### src/rtl/brk_pkg.sv
package brk_pkg;
  typedef enum logic {
    MODE_ASYNC = 1'b0,
    MODE_SYNC  = 1'b1
  } line_mode_e;

  typedef enum logic [1:0] {
    EVT_NONE  = 2'd0,
    EVT_START = 2'd1,
    EVT_END   = 2'd2
  } brk_evt_e;
endpackage

### src/rtl/brk_frame_mon.sv
module brk_frame_mon #(
  parameter int LEN_W = 4
) (
  input  logic             clk_i,
  input  logic             rst_ni,
  input  logic             samp_i,
  input  logic             first_i,
  input  logic             rx_i,
  input  logic [LEN_W-1:0] frame_len_i,
  output logic             stop_o,
  output logic             all_low_o
);
  localparam logic [LEN_W-1:0] IDX_MAX = {LEN_W{1'b1}};
  localparam logic [LEN_W-1:0] IDX_ONE = LEN_W'(1);

  logic [LEN_W-1:0] idx_q, idx_n;
  logic             low_q, low_n;

  always_comb begin
    if (first_i)              idx_n = IDX_ONE;
    else if (idx_q == IDX_MAX) idx_n = idx_q;
    else                      idx_n = idx_q + IDX_ONE;
    low_n = (first_i | low_q) & ~rx_i;
  end

  always_ff @(posedge clk_i or negedge rst_ni) begin
    if (!rst_ni) begin
      idx_q <= '0;
      low_q <= 1'b0;
    end else if (samp_i) begin
      idx_q <= idx_n;
      low_q <= low_n;
    end
  end

  assign stop_o    = samp_i & (idx_n == frame_len_i);
  assign all_low_o = low_n;
endmodule

### src/rtl/brk_end_qual.sv
module brk_end_qual #(
  parameter int ASYNC_TICKS = 2,
  parameter int SYNC_TICKS  = 1
) (
  input  logic clk_i,
  input  logic rst_ni,
  input  logic arm_i,
  input  logic tick_i,
  input  logic rx_i,
  input  logic sync_i,
  output logic end_o
);
  import brk_pkg::*;

  localparam int MAX_TICKS = (ASYNC_TICKS > SYNC_TICKS) ? ASYNC_TICKS : SYNC_TICKS;
  localparam int CNT_W     = $clog2(MAX_TICKS + 1);
  localparam logic [CNT_W-1:0] THR_A = CNT_W'(ASYNC_TICKS);
  localparam logic [CNT_W-1:0] THR_S = CNT_W'(SYNC_TICKS);

  logic [CNT_W-1:0] hcnt_q, hcnt_n, thr;

  assign thr    = (line_mode_e'(sync_i) == MODE_SYNC) ? THR_S : THR_A;
  assign hcnt_n = hcnt_q + CNT_W'(1);
  assign end_o  = arm_i & tick_i & rx_i & (hcnt_n >= thr);

  always_ff @(posedge clk_i or negedge rst_ni) begin
    if (!rst_ni)               hcnt_q <= '0;
    else if (!arm_i)           hcnt_q <= '0;
    else if (tick_i) begin
      if (!rx_i)               hcnt_q <= '0;   // low sample restarts high time
      else if (!end_o)         hcnt_q <= hcnt_n;
      else                     hcnt_q <= '0;
    end
  end
endmodule

### src/rtl/brk_status.sv
module brk_status (
  input  logic clk_i,
  input  logic rst_ni,
  input  logic start_i,
  input  logic end_i,
  input  logic clr_i,
  input  logic ie_i,
  output logic sta_o,
  output logic evt_o,
  output logic active_o,
  output logic irq_o
);
  logic sta_q, evt_q, act_q;

  always_ff @(posedge clk_i or negedge rst_ni) begin
    if (!rst_ni) begin
      sta_q <= 1'b0;
      evt_q <= 1'b0;
      act_q <= 1'b0;
    end else begin
      evt_q <= start_i | end_i;
      if (start_i)    act_q <= 1'b1;
      else if (end_i) act_q <= 1'b0;
      if (start_i | end_i) sta_q <= 1'b1;  // set beats clear
      else if (clr_i)      sta_q <= 1'b0;
    end
  end

  assign sta_o    = sta_q;
  assign evt_o    = evt_q;
  assign active_o = act_q;
  assign irq_o    = sta_q & ie_i;
endmodule

### src/rtl/brk_detect.sv
module brk_detect #(
  parameter int MAX_DATA_BITS   = 9,
  parameter int ASYNC_END_TICKS = 2,
  parameter int SYNC_END_TICKS  = 1,
  localparam int DB_W  = $clog2(MAX_DATA_BITS + 1),
  localparam int LEN_W = $clog2(MAX_DATA_BITS + 3)
) (
  input  logic            clk_i,
  input  logic            rst_ni,
  input  logic            rx_i,
  input  logic            os_tick_i,
  input  logic            samp_i,
  input  logic            frm_first_i,
  input  logic            sync_mode_i,
  input  logic [DB_W-1:0] data_bits_i,
  input  logic            par_en_i,
  input  logic            rst_sta_i,
  input  logic            brk_ie_i,
  output logic            brk_sta_o,
  output logic            brk_evt_o,
  output logic            brk_irq_o,
  output logic            brk_active_o,
  output logic            frame_drop_o
);
  logic [LEN_W-1:0] frame_len;
  logic stop_hit, all_low, brk_start, brk_end;

  assign frame_len = LEN_W'(data_bits_i) + LEN_W'(par_en_i) + LEN_W'(1);

  brk_frame_mon #(.LEN_W(LEN_W)) u_fmon (
    .clk_i       (clk_i),
    .rst_ni      (rst_ni),
    .samp_i      (samp_i),
    .first_i     (frm_first_i),
    .rx_i        (rx_i),
    .frame_len_i (frame_len),
    .stop_o      (stop_hit),
    .all_low_o   (all_low)
  );

  assign brk_start    = stop_hit & all_low & ~brk_active_o;
  assign frame_drop_o = stop_hit & (all_low | brk_active_o);

  brk_end_qual #(
    .ASYNC_TICKS (ASYNC_END_TICKS),
    .SYNC_TICKS  (SYNC_END_TICKS)
  ) u_endq (
    .clk_i  (clk_i),
    .rst_ni (rst_ni),
    .arm_i  (brk_active_o),
    .tick_i (os_tick_i),
    .rx_i   (rx_i),
    .sync_i (sync_mode_i),
    .end_o  (brk_end)
  );

  brk_status u_sta (
    .clk_i    (clk_i),
    .rst_ni   (rst_ni),
    .start_i  (brk_start),
    .end_i    (brk_end),
    .clr_i    (rst_sta_i),
    .ie_i     (brk_ie_i),
    .sta_o    (brk_sta_o),
    .evt_o    (brk_evt_o),
    .active_o (brk_active_o),
    .irq_o    (brk_irq_o)
  );
endmodule

### config.mk
export PLATFORM = sky130hd
export DESIGN_NAME = brk_detect
export DESIGN_NICKNAME = d
export VERILOG_FILES = /design/src/rtl/brk_pkg.sv /design/src/rtl/brk_frame_mon.sv /design/src/rtl/brk_end_qual.sv /design/src/rtl/brk_status.sv /design/src/rtl/brk_detect.sv
export SDC_FILE = /design/constraint.sdc
export NUM_CORES = 1
export LEC_CHECK = 0
export ABC_AREA = 1
export BUFFER_PORTS_ARGS = -buffer_cell sky130_fd_sc_hd__buf_2
export CAP_MARGIN = 20
export CORE_MARGIN = 5
export CORE_UTILIZATION = 46
export DETAILED_ROUTE_END_ITERATION = 8
export GPL_TIMING_DRIVEN = 0
export HOLD_SLACK_MARGIN = 0.15
export PLACE_DENSITY = 0.73
export SLEW_MARGIN = 15
export SYNTH_ARGS = -nofsm -noshare
export SYNTH_HDL_FRONTEND = slang
export SYNTH_SLANG_ARGS = --single-unit
### constraint.sdc
create_clock -name clk_i -period 1.55 [get_ports clk_i]
set_input_delay 0.2325 -clock clk_i [delete_from_list [all_inputs] [get_ports clk_i]]
set_output_delay 0.2325 -clock clk_i [all_outputs]
set_load 0.02 [all_outputs]
# Word level (Yosys, flattened, before mapping)
# Cells that the tools add are included.
# word_totals
reg_bits,10
latchBits,0
ramBits,0
rom_bits,0
inputBits,14
output_inout_bits,5
mem_count,0
# op_classes
add_sub_neg,4
mul,0
div_mod_pow,0
magnitude_cmp,1
n_eq_ne,3
shift,0
mux,11
bitwise_logic,14
n_reduce_logical,2
# op_table
cell,count
$mux 2,5
$and 1x1->1,9
$add 4x1->4 const B,2
$mux 4,2
$add 4x1->4,1
$eq 4x4->1,1
$eq 4x4->1 const B,1
$mux 1,4
$reduce_bool 2->1,2
$or 1x1->1,3
$add 2x1->2 const B,1
$ge 2x2->1,1
$ne 2x2->1 const B,1
$not 1->1,2

# Longest topological paths before layout
# depth
word_depth,9
mapped_depth,12
mapped_depth_nobuf,12

# Cells and area by module
# From an unflattened synthesis, not the netlist that was laid out.
# unflattened
hier_cells,117
hier_area_um2,764.5
# by_module_without_submodules
module,n_inst,cells_each,area_each_um2,seq_area_each_um2
brk_frame_mon,1,59,384.1,125.1
brk_end_qual,1,26,170.2,50.0
brk_status,1,14,118.9,75.1
brk_detect,1,18,91.3,0.0

# Worst setup path after synthesis
# No wires, ideal clock.
# synth_path
path_type,input port to output port
from,input data_bits_i[0]
to,output frame_drop_o
t_arrival_ns,1.444
required_time_ns,1.317
setup_slack_ns,-0.126
stages,11
n_path_buf,0
path_cell_list,inv_1 > ha_1 > inv_2 > ha_1 > xor2_1 > inv_1 > nand3_1 > nand3_2 > nor2_4 > nand2_1 > a21oi_2
# synth_between
elab_chain_len,5
# synth_rtl
element,line,rtl
start: declaration,brk_detect.sv:15,"input logic [DB_W-1:0] data_bits_i,"
$add 4x1->4 (2 in a row),brk_detect.sv:28,assign frame_len = LEN_W'(data_bits_i) + LEN_W'(par_en_i) + LEN_W'(1);
$eq 4x4->1,brk_frame_mon.sv:36,assign stop_o = samp_i & (idx_n == frame_len_i);
$and 1x1->1,brk_frame_mon.sv:36,
$and 1x1->1,brk_detect.sv:42,assign frame_drop_o = stop_hit & (all_low | brk_active_o);
end: declaration,brk_detect.sv:23,output logic frame_drop_o
# No other way between the ends.

# Final worst setup path
# layout_path
from,register u_fmon.idx_q[1]
to,output frame_drop_o
# layout_between
elab_chain_len,6
word_cells_on_any_way,7
# layout_rtl
element,line,rtl
start: declaration,brk_frame_mon.sv:16,"logic [LEN_W-1:0] idx_q, idx_n;"
start signal: assignment,brk_frame_mon.sv:31,idx_q <= idx_n;
$add 4x1->4 / $eq 4x4->1 (equally long branches),"brk_frame_mon.sv:22, brk_frame_mon.sv:21",
$mux 4 (*),brk_frame_mon.sv:21,else if (idx_q == IDX_MAX) idx_n = idx_q;
$mux 4 (*),brk_frame_mon.sv:20,if (first_i) idx_n = IDX_ONE;
$eq 4x4->1 (*),brk_frame_mon.sv:36,
$and 1x1->1 (*),brk_frame_mon.sv:36,
$and 1x1->1 (*),brk_detect.sv:42,
# Mark *: on every way between the ends. The rest lies on a longest branch, timed or not.

==> results.py <==
metrics = {
    "finish": {
        "layout-drive-gt1-share_pct": 38.0,
        "insertedDiodeCount": 0,
        "fillCellCount": 116,
        "area.growth.synth_to_final_pct": 39.4,
        "final_core_utilization_pct": 69.7,
        "final_nets": 162,
    },
    "setup_path": {
        "worst_path_largest_cell_delay_ns": 0.43,
        "path_buf_inv": 1,
        "path_delay_family": "simple AND/OR/NAND/NOR gates",
        "worst_path_cell_trace": "ha_4 -> nand3_1 -> nand2_1 -> a21oi_2 -> nand3_2 -> nor2_4 -> nand2_2 -> a21oi_4 -> buf_6",
        "cp_slowest_cell": "dfrtp_1",
        "critical_path.max_fanout": 4,
        "critPathKind": "reg -> out",
        "worst-r2r-setup-slack_ns": -0.09,
        "startpoint_type": "register",
        "critPathArrivalTime_ns": 1.80,
        "worst-endpoint-required_ns": 1.32,
        "worstSetupEndpointType": "output pin",
    },
    "run": {
        "cap_violations": 0,
    },
    "detailed_routing": {
        "routedWlPerCell_um": 11.1,
        "drt_iter0_drc": 17,
        "routed-via-count": 791,
        "detailedRoute.firstPassIterationCount": 5,
        "antenna_violating_nets_post_route": 0,
        "post-route-drc-count": 0,
        "routed_wire_length_mm": 1.75,
        "drt-vias-per-instance": 5.01,
    },
    "global_route": {
        "grt.total_usage_pct": 14.9,
        "vias_in_the_first_global_route": 741,
        "grt_pass1_wl_mm": 2.98,
        "grt.overflow.total": 0,
        "grt_antenna_before_repair": 0,
        "grt_max_degree": 11,
    },
    "sta": {
        "max_clock_freq_mhz": 493,
        "unrepaired_setup_endpoints_after_global_routing": "true",
        "clock-skew-final_ns": 0.00154,
        "relSlewSlack_pct": 83.1,
        "worst_slack_ns": -0.479,
        "worst_hold_slack_ns": 0.232,
        "final.setup.tns_ns": -0.734,
        "report.final.hold_viol_count": 0,
        "slew_violations": 0,
        "finalWorstPathRequiredPeriod_ns": 2.03,
        "tightest_slew_ns": 0.254,
        "finalSetupViolCount": 4,
        "min_period_over_period_pct": 131,
    },
    "synthesis": {
        "yosysWarningCount": 0,
        "post_synth_most_frequent_cells": "nand2_1, inv_1, dfrtp_1, nand3_1, o21ai_0",
        "synth-seq-cells": 10,
        "synth.top_cells.by_area": "dfrtp_1, nand2_1, inv_1, ha_1, nand3_1",
        "synth_seq_area_share_pct": 32.5,
        "synth_cell_types": 18,
        "mappedNetlistArea_um2": 771,
        "synth_async_sr_flop_share_pct": 100,
        "dominant_synthesized_flop_cell": "dfrtp_1",
        "avgSynthCellArea_um2": 7.07,
        "count_leader_synth": "nand2_1",
        "synth_fp_nets": 128,
        "postSynthCellCount": 109,
        "synth_top_area_share_pct": 32.5,
        "synthDominantAreaCellType": "dfrtp_1",
        "number_of_enable_type_register_cells_in_the_synthesized_netlist": 0,
    },
    "cts": {
        "cts_root_buffer": "clkbuf_4",
        "cts_inserted_buffers": 3,
        "clk_latency_ns": 0.26,
        "cts_sinks": 10,
        "clock_tree_from_tritoncts": "yes",
        "ctsLongestPathBuffers": 2,
        "cts.reportedPaths.clkPinSlew_ns": 0.06,
        "h-tree-depth": 1,
    },
    "die": {
        "die_height_um": 50.9,
        "core.rowCount": 14,
        "initial_utilization_pct": 50.0,
        "design.portCount": 19,
        "fp.coreArea_mm2": 0.00154,
        "die_area_mm2": 0.00259,
        "die_x_um": 50.9,
    },
    "place": {
        "place_worst_setup_slack_ns": -0.318,
        "hpwl_mm": 1.28,
        "routability_cong": 0.756,
        "port_buffers": 18,
    },
    "min_path": {
        "min_path_type": "in -> reg",
    },
    "power": {
        "ir_drop_worst_vdd_mv": 0.641,
        "p_per_area_mw_per_mm2": 839,
        "fin_total_pwr_mw": 0.902,
        "power_leakage_nw": 0.593,
    },
    "run_status": {
        "run_status": "finished, violations left",
        "failed_checks": "setup timing",
    },
}
## worst reg2reg max path: stages (launching register included)
cell,delay (ns)
dfrtp_1,0.43
ha_4,0.20
nand3_1,0.11
nand2_1,0.09
a21oi_2,0.15
nand3_2,0.11
nor2_4,0.12
buf_4,0.12
buf_4,0.10
nand3_2,0.07
nand3_1,0.07
## metrics by stage
step | std cells | instance area, µm²
CTS | 159 | 1070
global route | 158 | 1070
detailed placement | 143 | 913
floorplan | 109 | 803
finish | 158 | 1070
global placement | 143 | 913
## flip-flops by register name (all words and copies together) (netlist names)
signal and flops:
u_fmon.idx_q 4, u_endq.hcnt_q 2, u_fmon.low_q 1, u_sta.active_o 1, u_sta.evt_o 1, u_sta.sta_o 1
## power by group
group | leakage, nW | internal [mW] | switching [mW] | total (mW)
clock network | 0.0210 | 0.143 | 0.0864 | 0.229
registers | 0.133 | 0.295 | 0.0439 | 0.339
logic | 0.439 | 0.150 | 0.184 | 0.334
total | 0.593 | 0.587 | 0.315 | 0.902
## final cells by class
type	instances	area [µm²]	area share [%]
flip-flops and latches	10	250	23.3
inverters	24	104	9.66
clock buffers	4	36.3	3.38
multi-input cells	75	483	44.9
well taps	16	20.0	1.86
repair buffers	29	181	16.9
## cell usage in the layout (no fill, tap or decap), types with 2 or more instances in the layout
cell type / Yosys / routed
inv_2: 2 / 2
nand3_2: 3 / 3
nor2_1: 4 / 2
buf_2: 0 / 17
nor2_2: 4 / 5
o21ai_0: 8 / 7
nand3_1: 10 / 10
ha_4: 0 / 2
nand4_1: 2 / 2
ha_1: 5 / 3
nor2_4: 1 / 2
clkbuf_4: 0 / 3
dfrtp_1: 10 / 10
nand2_2: 0 / 2
inv_1: 21 / 21
buf_4: 0 / 10
nand2_1: 31 / 29
## logic make-up after synthesis
kind of cell,count (synthesis),synth area share (%)
and+or+nand+nor,55,33.8
adders and majority gates,5,8.12
buffers and inverters,24,13.5
AOI/OAI and AO/OA,12,8.77
DFF,10,32.5
xor gates and xnor gates,3,3.41
## layer usage
layer	vias up	share of wire, %	track usage (%)
li1	409	-	-
met2	18	48	26.2
met3	0	7.2	5.81
met4	0	0	2.55
met5	-	0	0
met1	364	44	17.1
## final timing paths
| path | depth (start not counted) | startpoint | to |
|---|---|---|---|
| max | 9 | u_fmon.idx_q[1] | frame_drop_o |
| min | 4 | rst_sta_i | u_sta.sta_o |
| max reg2reg | 10 | u_fmon.idx_q[1] | u_sta.sta_o |
| min reg2reg | 2 | u_sta.sta_o | u_sta.sta_o |
| max in group asynchronous | 2 | rst_ni | u_fmon.idx_q[0] |
| min in group asynchronous | 2 | rst_ni | u_sta.active_o |
## what timing repair did
| action | 4_1_cts | 5_1_grt |
|---|---|---|
| resized for setup | 7 | 3 |
| setup buffers | 11 | 3 |
| endpoints found under the setup margin | 1 | 7 |
| hold buffers | 1 | 0 |
| pin swaps | 8 | 2 |
| endpoints found under the hold margin | 10 | 0 |
| gates cloned | 0 | 0 |
No activity file was read; power rests on OpenSTA's default activity.
